==> config.mk <==
export PLATFORM = sky130hd
export DESIGN_NAME = exc_ctx_ctrl
export DESIGN_NICKNAME = d
export VERILOG_FILES = /design/src/rtl/exc_ctx_pkg.sv /design/src/rtl/exc_ret_pc_sel.sv /design/src/rtl/exc_accept.sv /design/src/rtl/exc_ctx_ctrl.sv
export SDC_FILE = /design/constraint.sdc
export NUM_CORES = 1
export LEC_CHECK = 0
export ABC_AREA = 0
export BUFFER_PORTS_ARGS = -buffer_cell sky130_fd_sc_hd__clkbuf_2
export CORE_AREA = 3 3 141 143
export DETAILED_ROUTE_END_ITERATION = 12
export DIE_AREA = 0 0 144 146
export HOLD_SLACK_MARGIN = 0.08
export PLACE_DENSITY = 0.68
export SLEW_MARGIN = 25
export SYNTH_ARGS = -nofsm -noshare
export SYNTH_HDL_FRONTEND = slang
export SYNTH_SLANG_ARGS = --single-unit
==> constraint.sdc <==
create_clock -name clk -period 1.6 [get_ports clk]
set_clock_uncertainty 0.1 [all_clocks]
set_input_delay 0.32 -clock clk [delete_from_list [all_inputs] [get_ports clk]]
set_output_delay 0.32 -clock clk [all_outputs]
set_load 0.02 [all_outputs]
==> src/rtl/exc_ctx_pkg.sv <==
package exc_ctx_pkg;

  typedef enum logic [1:0] {
    EK_REEXEC   = 2'b00,
    EK_COMPLETE = 2'b01,
    EK_INTR     = 2'b10,
    EK_UBRK     = 2'b11
  } exc_kind_e;

  typedef enum logic [1:0] {
    RS_CUR  = 2'd0,
    RS_SLOT = 2'd1,
    RS_NEXT = 2'd2,
    RS_TGT  = 2'd3
  } ret_src_e;

  // General exceptions are the ones that escalate to a manual reset.
  function automatic logic is_general(exc_kind_e k);
    return (k == EK_REEXEC) || (k == EK_COMPLETE);
  endfunction

  // Which address the handler returns to.
  function automatic ret_src_e ret_src(exc_kind_e k, logic ds, logic db);
    if (k == EK_REEXEC) return ds ? RS_SLOT : RS_CUR;
    return db ? RS_TGT : RS_NEXT;
  endfunction

endpackage

==> src/rtl/exc_ret_pc_sel.sv <==
module exc_ret_pc_sel
  import exc_ctx_pkg::*;
#(
  parameter int PW = 32
) (
  input  exc_kind_e         kind,
  input  logic              ds,
  input  logic              db,
  input  logic [PW-1:0]     cur_pc,
  input  logic [PW-1:0]     next_pc,
  input  logic [PW-1:0]     slot_pc,
  input  logic [PW-1:0]     tgt_pc,
  output logic [PW-1:0]     ret_pc
);

  ret_src_e src;

  always_comb begin
    src = ret_src(kind, ds, db);
    unique case (src)
      RS_CUR:  ret_pc = cur_pc;
      RS_SLOT: ret_pc = slot_pc;
      RS_NEXT: ret_pc = next_pc;
      default: ret_pc = tgt_pc;
    endcase
  end

endmodule

==> src/rtl/exc_accept.sv <==
module exc_accept
  import exc_ctx_pkg::*;
(
  input  logic      req,
  input  exc_kind_e kind,
  input  logic      ds,
  input  logic      busy,
  input  logic      bl,
  output logic      take,
  output logic      mrst,
  output logic      link_inh
);

  logic live;

  always_comb begin
    live     = req && !busy;
    take     = live && !bl;
    mrst     = live && bl && is_general(kind);
    link_inh = take && (kind == EK_REEXEC) && ds;
  end

endmodule

==> src/rtl/exc_ctx_ctrl.sv <==
module exc_ctx_ctrl
  import exc_ctx_pkg::*;
#(
  parameter int          PW        = 32,
  parameter int          SRW       = 32,
  parameter int          EW        = 32,
  parameter int          BL_BIT    = 28,
  parameter logic [PW-1:0] RESET_VEC = 32'hA000_0000,
  parameter logic [EW-1:0] MRST_CODE = 32'h0000_0020
) (
  input  logic            clk,
  input  logic            rst,
  input  logic            exc_req,
  input  logic [1:0]      exc_kind,
  input  logic [EW-1:0]   exc_code,
  input  logic            in_dslot,
  input  logic            on_dbranch,
  input  logic [PW-1:0]   cur_pc,
  input  logic [PW-1:0]   next_pc,
  input  logic [PW-1:0]   slot_pc,
  input  logic [PW-1:0]   br_target,
  input  logic            sr_wr,
  input  logic [SRW-1:0]  sr_wdata,
  input  logic            rte_req,
  input  logic            ent_ack,
  output logic            ent_req,
  output logic            link_inhibit,
  output logic            mrst_pulse,
  output logic            br_req,
  output logic [PW-1:0]   br_pc,
  output logic [SRW-1:0]  sr_q,
  output logic [PW-1:0]   spc_q,
  output logic [SRW-1:0]  ssr_q,
  output logic [EW-1:0]   evt_q
);

  localparam logic [SRW-1:0] BL_MASK = SRW'(1) << BL_BIT;

  exc_kind_e     kind;
  logic          busy;
  logic          rte_pend;
  logic          take_w;
  logic          mrst_w;
  logic          ret_go_w;
  logic [PW-1:0] ret_pc_w;

  assign kind = exc_kind_e'(exc_kind);

  exc_accept u_acc (
    .req      (exc_req),
    .kind     (kind),
    .ds       (in_dslot),
    .busy     (busy),
    .bl       (sr_q[BL_BIT]),
    .take     (take_w),
    .mrst     (mrst_w),
    .link_inh (link_inhibit)
  );

  exc_ret_pc_sel #(.PW(PW)) u_sel (
    .kind    (kind),
    .ds      (in_dslot),
    .db      (on_dbranch),
    .cur_pc  (cur_pc),
    .next_pc (next_pc),
    .slot_pc (slot_pc),
    .tgt_pc  (br_target),
    .ret_pc  (ret_pc_w)
  );

  // A return runs only when no entry is pending or starting.
  assign ret_go_w = (rte_req || rte_pend) && !busy && !take_w && !mrst_w;
  assign ent_req  = busy;

  always_ff @(posedge clk) begin
    if (rst) begin
      busy       <= 1'b0;
      rte_pend   <= 1'b0;
      sr_q       <= BL_MASK;
      spc_q      <= '0;
      ssr_q      <= '0;
      evt_q      <= '0;
      br_req     <= 1'b1;
      br_pc      <= RESET_VEC;
      mrst_pulse <= 1'b0;
    end else begin
      br_req     <= 1'b0;
      mrst_pulse <= mrst_w;

      if (ret_go_w)     rte_pend <= 1'b0;
      else if (rte_req) rte_pend <= 1'b1;

      if (busy && ent_ack) busy <= 1'b0;

      if (take_w) begin
        spc_q <= ret_pc_w;
        ssr_q <= sr_q;
        sr_q  <= sr_q | BL_MASK;
        evt_q <= exc_code;
        busy  <= 1'b1;
      end else if (mrst_w) begin
        evt_q  <= MRST_CODE;
        sr_q   <= sr_q | BL_MASK;
        br_req <= 1'b1;
        br_pc  <= RESET_VEC;
      end else if (ret_go_w) begin
        sr_q   <= ssr_q;
        br_req <= 1'b1;
        br_pc  <= spc_q;
      end else if (sr_wr) begin
        sr_q <= sr_wdata;
      end
    end
  end

endmodule

Word level (Yosys, flattened, before mapping) --
Index checks and enable logic that the tools add are counted.
Storage, ports and cells: output and inout port bits 164, logic and storage cells 58, register bits after elaboration 164, input port bits 202
Cells by class: reduce and logical (&&, ||, !) cells 26, eq/ne operators 3, mux-type cells 17, bitwise operators 2
Operator list (number):
- $mux 32 | 6
- $pmux 32 s3 | 1
- $logic_and 1x1->1 | 10
- $mux 1 | 8
- $reduce_bool 2->1 | 4
- $eq 2x1->1 const B | 2
- $logic_not 1->1 | 4
- $logic_not 2->1 | 2
- $mux 2 | 2
- $reduce_and 3->1 | 1
- $reduce_or 3->1 | 1
- $eq 2x2->1 const B | 1
- $logic_or 1x1->1 | 2
- $not 1->1 | 2
- $reduce_and 2->1 | 1
- $reduce_or 2->1 | 1

Longest topological paths before layout --
word-level depth 9, gate-level depth with buffers 6

Hierarchy --
Synthesis repeated with hierarchy kept, for this count alone.
Second synthesis, totals: cells, all modules 630, area, all modules 7129.3 um2
By module, submodules not included:
- exc_ctx_ctrl | area each 5960.7 um2, instances 1, cells an instance 518
- exc_ret_pc_sel | area each 1133.6 um2, instances 1, cells an instance 108
- exc_accept | area each 35.0 um2, instances 1, cells an instance 4

Worst setup path before layout --
OpenSTA, ideal clock, no wires.
path type reg2out, start point register busy (netlist: ent_req), end point output link_inhibit, required time 1.180 ns, path slack -0.126 ns, cell stages (with the launch flop) 4, data arrival time 1.306 ns, cells stage by stage dfxtp_1 -> nor3b_2 -> buf_4 -> and3_1
On the way: word-level cells in the longest chain between the ends 5
Ends and longest elaborated chain:
- start: declaration | line exc_ctx_ctrl.sv:40 | logic busy;
- start signal: assignment | line exc_ctx_ctrl.sv:77 | busy <= 1'b0;
- start signal: assignment | line exc_ctx_ctrl.sv:93 | if (busy && ent_ack) busy <= 1'b0;
- start signal: assignment | line exc_ctx_ctrl.sv:100 | busy <= 1'b1;
- $logic_not 1->1 | line exc_accept.sv:17 | live = req && !busy;
- $logic_and 1x1->1 | line exc_accept.sv:17
- $logic_and 1x1->1 | line exc_accept.sv:18 | take = live && !bl;
- $logic_and 1x1->1 (2 in series) | line exc_accept.sv:20 | link_inh = take && (kind == EK_REEXEC) && ds;
- end: declaration | line exc_ctx_ctrl.sv:27 | output logic link_inhibit,
No other way between the ends.

Worst setup path after layout --
Ends and elaborated chain as after synthesis.

==> impl_metrics.tcl <==
set metrics [dict create \
    pre_cts_slack_ns -0.0484 \
    crit_buf_inv 1 \
    setup_tns_ns -2.68 \
    fin_cells 1422 \
    ys_top_cells_by_count "164 x dfxtp_1, 92 x inv_1, 64 x mux2i_1" \
    dpl.cell_count 1309 \
    syn_to_final_growth_pct 57.0 \
    fill_cells 1558 \
    ff2ff_path_depth 5 \
    multi_input_area_mm2 0.00340 \
    drc_errors 0 \
    wirelength_mm 25.2 \
    clkLatencyLatePin_ns 0.41 \
    globalRouteTotalUtil_pct 22.0 \
    rsz0062_at_grt "true" \
    syn_inst 741 \
    clock_sinks 164 \
    num_antenna_cells 0 \
    clockBufferDepth 2 \
    syn_area_per_cell_um2 9.63 \
    synth_top_cell_area_share_pct 46.0 \
    ir_drop_mv 0.691 \
    synth_edf_count 0 \
    synth_area_leaders "dfxtp_1 46%, mux2i_1 9.0%, mux2_2 5.1%, inv_1 4.8%, o221a_2 4.3%" \
    core_mm2 0.0187 \
    cp_top_family "simple AND/OR/NAND/NOR gates" \
    antenna_found_initial 1 \
    start_kind "register" \
    syn_nets 943 \
    synth-seq-cells 164 \
    finalInstanceArea_mm2 0.0112 \
    clk_pin_slew_ns 0.06 \
    async_flop_share_pct 0 \
    finalSetupViolations 55 \
    cap_viol_max_count 0 \
    cts_buffers 17 \
    drtAntennaViolNets 0 \
    critPathMaxFanout 2 \
    regArea_mm2 0.00329 \
    period_share_pct 112 \
    num_rows 50 \
    critPathSlowestCell "dfxtp_4" \
    fin_nets 1377 \
    die_x_um 144 \
    hpwl_mm 16.8 \
    p_per_area_mw_per_mm2 948 \
    cts_tree "built" \
    portBuffers 365 \
    root_buffer "clkbuf_16" \
    hold_viol 0 \
    firstDrtPassIters 5 \
    critPathKind "reg -> out" \
    cp_cell_sequence "nor3b_4, and3_4, buf_8" \
    placed_area_mm2 0.00941 \
    utilization_pct 59.9 \
    synth_warnings 0 \
    grt_pass1_wl_mm 36.9 \
    period_needed_ns 1.79 \
    min_to "sr_q[29]$_SDFFE_PP0P_" \
    r2r_setup_slack_ns -0.09 \
    synth_top_cell_by_area "dfxtp_1" \
    slew_viol_final 0 \
    max_freq_ghz 0.558 \
    start_util_pct 38.1 \
    arrival_ns 1.37 \
    cp_data_required_time_ns 1.18 \
    hold_path_class "in -> reg" \
    min_path_cells 2 \
    grt_max_degree 84 \
    grt_pass1_vias 7057 \
    whs_ns 0.0910 \
    syn_area_mm2 0.00713 \
    grt-ovfl-total 0 \
    maxSlewHeadroom_pct 74.6 \
    ys.flop_type "dfxtp_1" \
    holdCritStartpoint "sr_wdata[29]" \
    leakage_nw 5.03 \
    dr.first_iter.drc_count 293 \
    htree_levels 4 \
    routed-via-count 7203 \
    ys_types 45 \
    tightest_slew_ns 0.380 \
    die_height_um 146 \
    max_stage_delay_ns 0.36 \
    fin_ws_ns -0.193 \
    vias_per_cell 5.07 \
    total_power_mw 10.6 \
    synth_seq_area_share_pct 46.0 \
    reg2reg_from "ent_req$_SDFFE_PP0P_" \
    wire_per_inst_um 17.7 \
    cp-end-kind "output pin" \
    status "finished with violations" \
    gp_congestion 0.820 \
    yosys.cell_count.top_type "dfxtp_1" \
    r2r-end "br_pc[10]$_SDFFE_PP0P_" \
    die-area_mm2 0.0210 \
    violations "setup timing" \
    layout-drive-gt1-share_pct 46.0 \
    io_pins 366 \
]
## cell usage in the layout (no fill, tap or decap), types with 3 or more instances in the layout
cell and count:
a21oi_1 28, mux2i_1 64, a22o_1 31, nand2_1 63, dfxtp_1 162, o21ai_0 7
clkbuf_2 361, nand3_1 4, o21ai_1 22, inv_1 92, clkinv_4 3, mux2_2 32
o221a_2 20, clkbuf_16 23, dlygate4sd3_1 64, buf_6 6, o221a_4 7, or3_1 30
a21oi_2 6, o221a_1 4, buf_8 3, a31oi_1 32, o32ai_1 22, o32ai_2 7
buf_12 18, clkbuf_8 5, buf_4 20, o21ai_2 6
## cell families after synthesis
logic type      share of synthesized area [%]
buf+inv                                  10.1
mux                                      14.0
simple gates                             8.45
flops                                    46.0
compound gates                           21.4
## layout make-up
| class | count | area share [%] |
|---|---|---|
| Multi-Input combinational cell | 418 | 30.3 |
| Inverter | 92 | 3.08 |
| Sequential cell | 164 | 29.4 |
| Clock buffer | 23 | 4.45 |
| Tap cell | 234 | 2.61 |
| Timing Repair Buffer | 482 | 29.3 |
| Clock inverter | 9 | 0.838 |
## worst max-delay path by stage
stage,endpoint,start,cells past startpoint
floorplan,link_inhibit,sr_q[28]$_SDFFE_PP1P_,4
global placement,spc_q[19]$_SDFFE_PP0N_,exc_req,6
detailed placement,spc_q[12]$_SDFFE_PP0N_,exc_req,6
CTS,link_inhibit,sr_q[28]$_SDFFE_PP1P_,3
global route,link_inhibit,ent_req$_SDFFE_PP0P_,3
finish,link_inhibit,ent_req$_SDFFE_PP0P_,3
## worst reg2reg max path, delay by kind of cell (launching register included)
| family | cells | cell delay (ns) |
|---|---|---|
| buf+inv | 2 | 0.37 |
| simple gates | 1 | 0.47 |
| compound gates | 2 | 0.30 |
| flops | 1 | 0.36 |
## state kept, by name, summed over array words and instances (netlist names)
signal	count
sr_q	32
mrst_pulse	1
rte_pend	1
br_req	1
evt_q	32
ssr_q	32
ent_req	1
spc_q	32
br_pc	32
## power breakdown
part           switching (mW)  internal [mW]  total [mW]
clock                    1.64           2.37        4.01
combinational            1.12           1.06        2.18
sequential              0.148           4.28        4.43
total                    2.91           7.72        10.6
## repair_timing
item                                    in CTS  in global routing
endpoints found under the setup margin       4                 88
cloned                                       2                  9
pin swaps                                    3                 29
hold buffers                                64                  0
resized for setup                           13                 70
buffers inserted                             3                  4
hold endpoints to repair                    64                  0
## metal layers
metal | global-route usage [%] | vias up | share of wire (%) | wire length, um
met5 | 0 | - | 0.052 | 13
met4 | 7.86 | 2 | 2.6 | 650
met3 | 4.34 | 41 | 5.7 | 1450
met2 | 38.8 | 287 | 51 | 12900
met1 | 26.3 | 3355 | 41 | 10200
li1 | - | 3518 | - | -
Power figures use the tool's default switching activity.
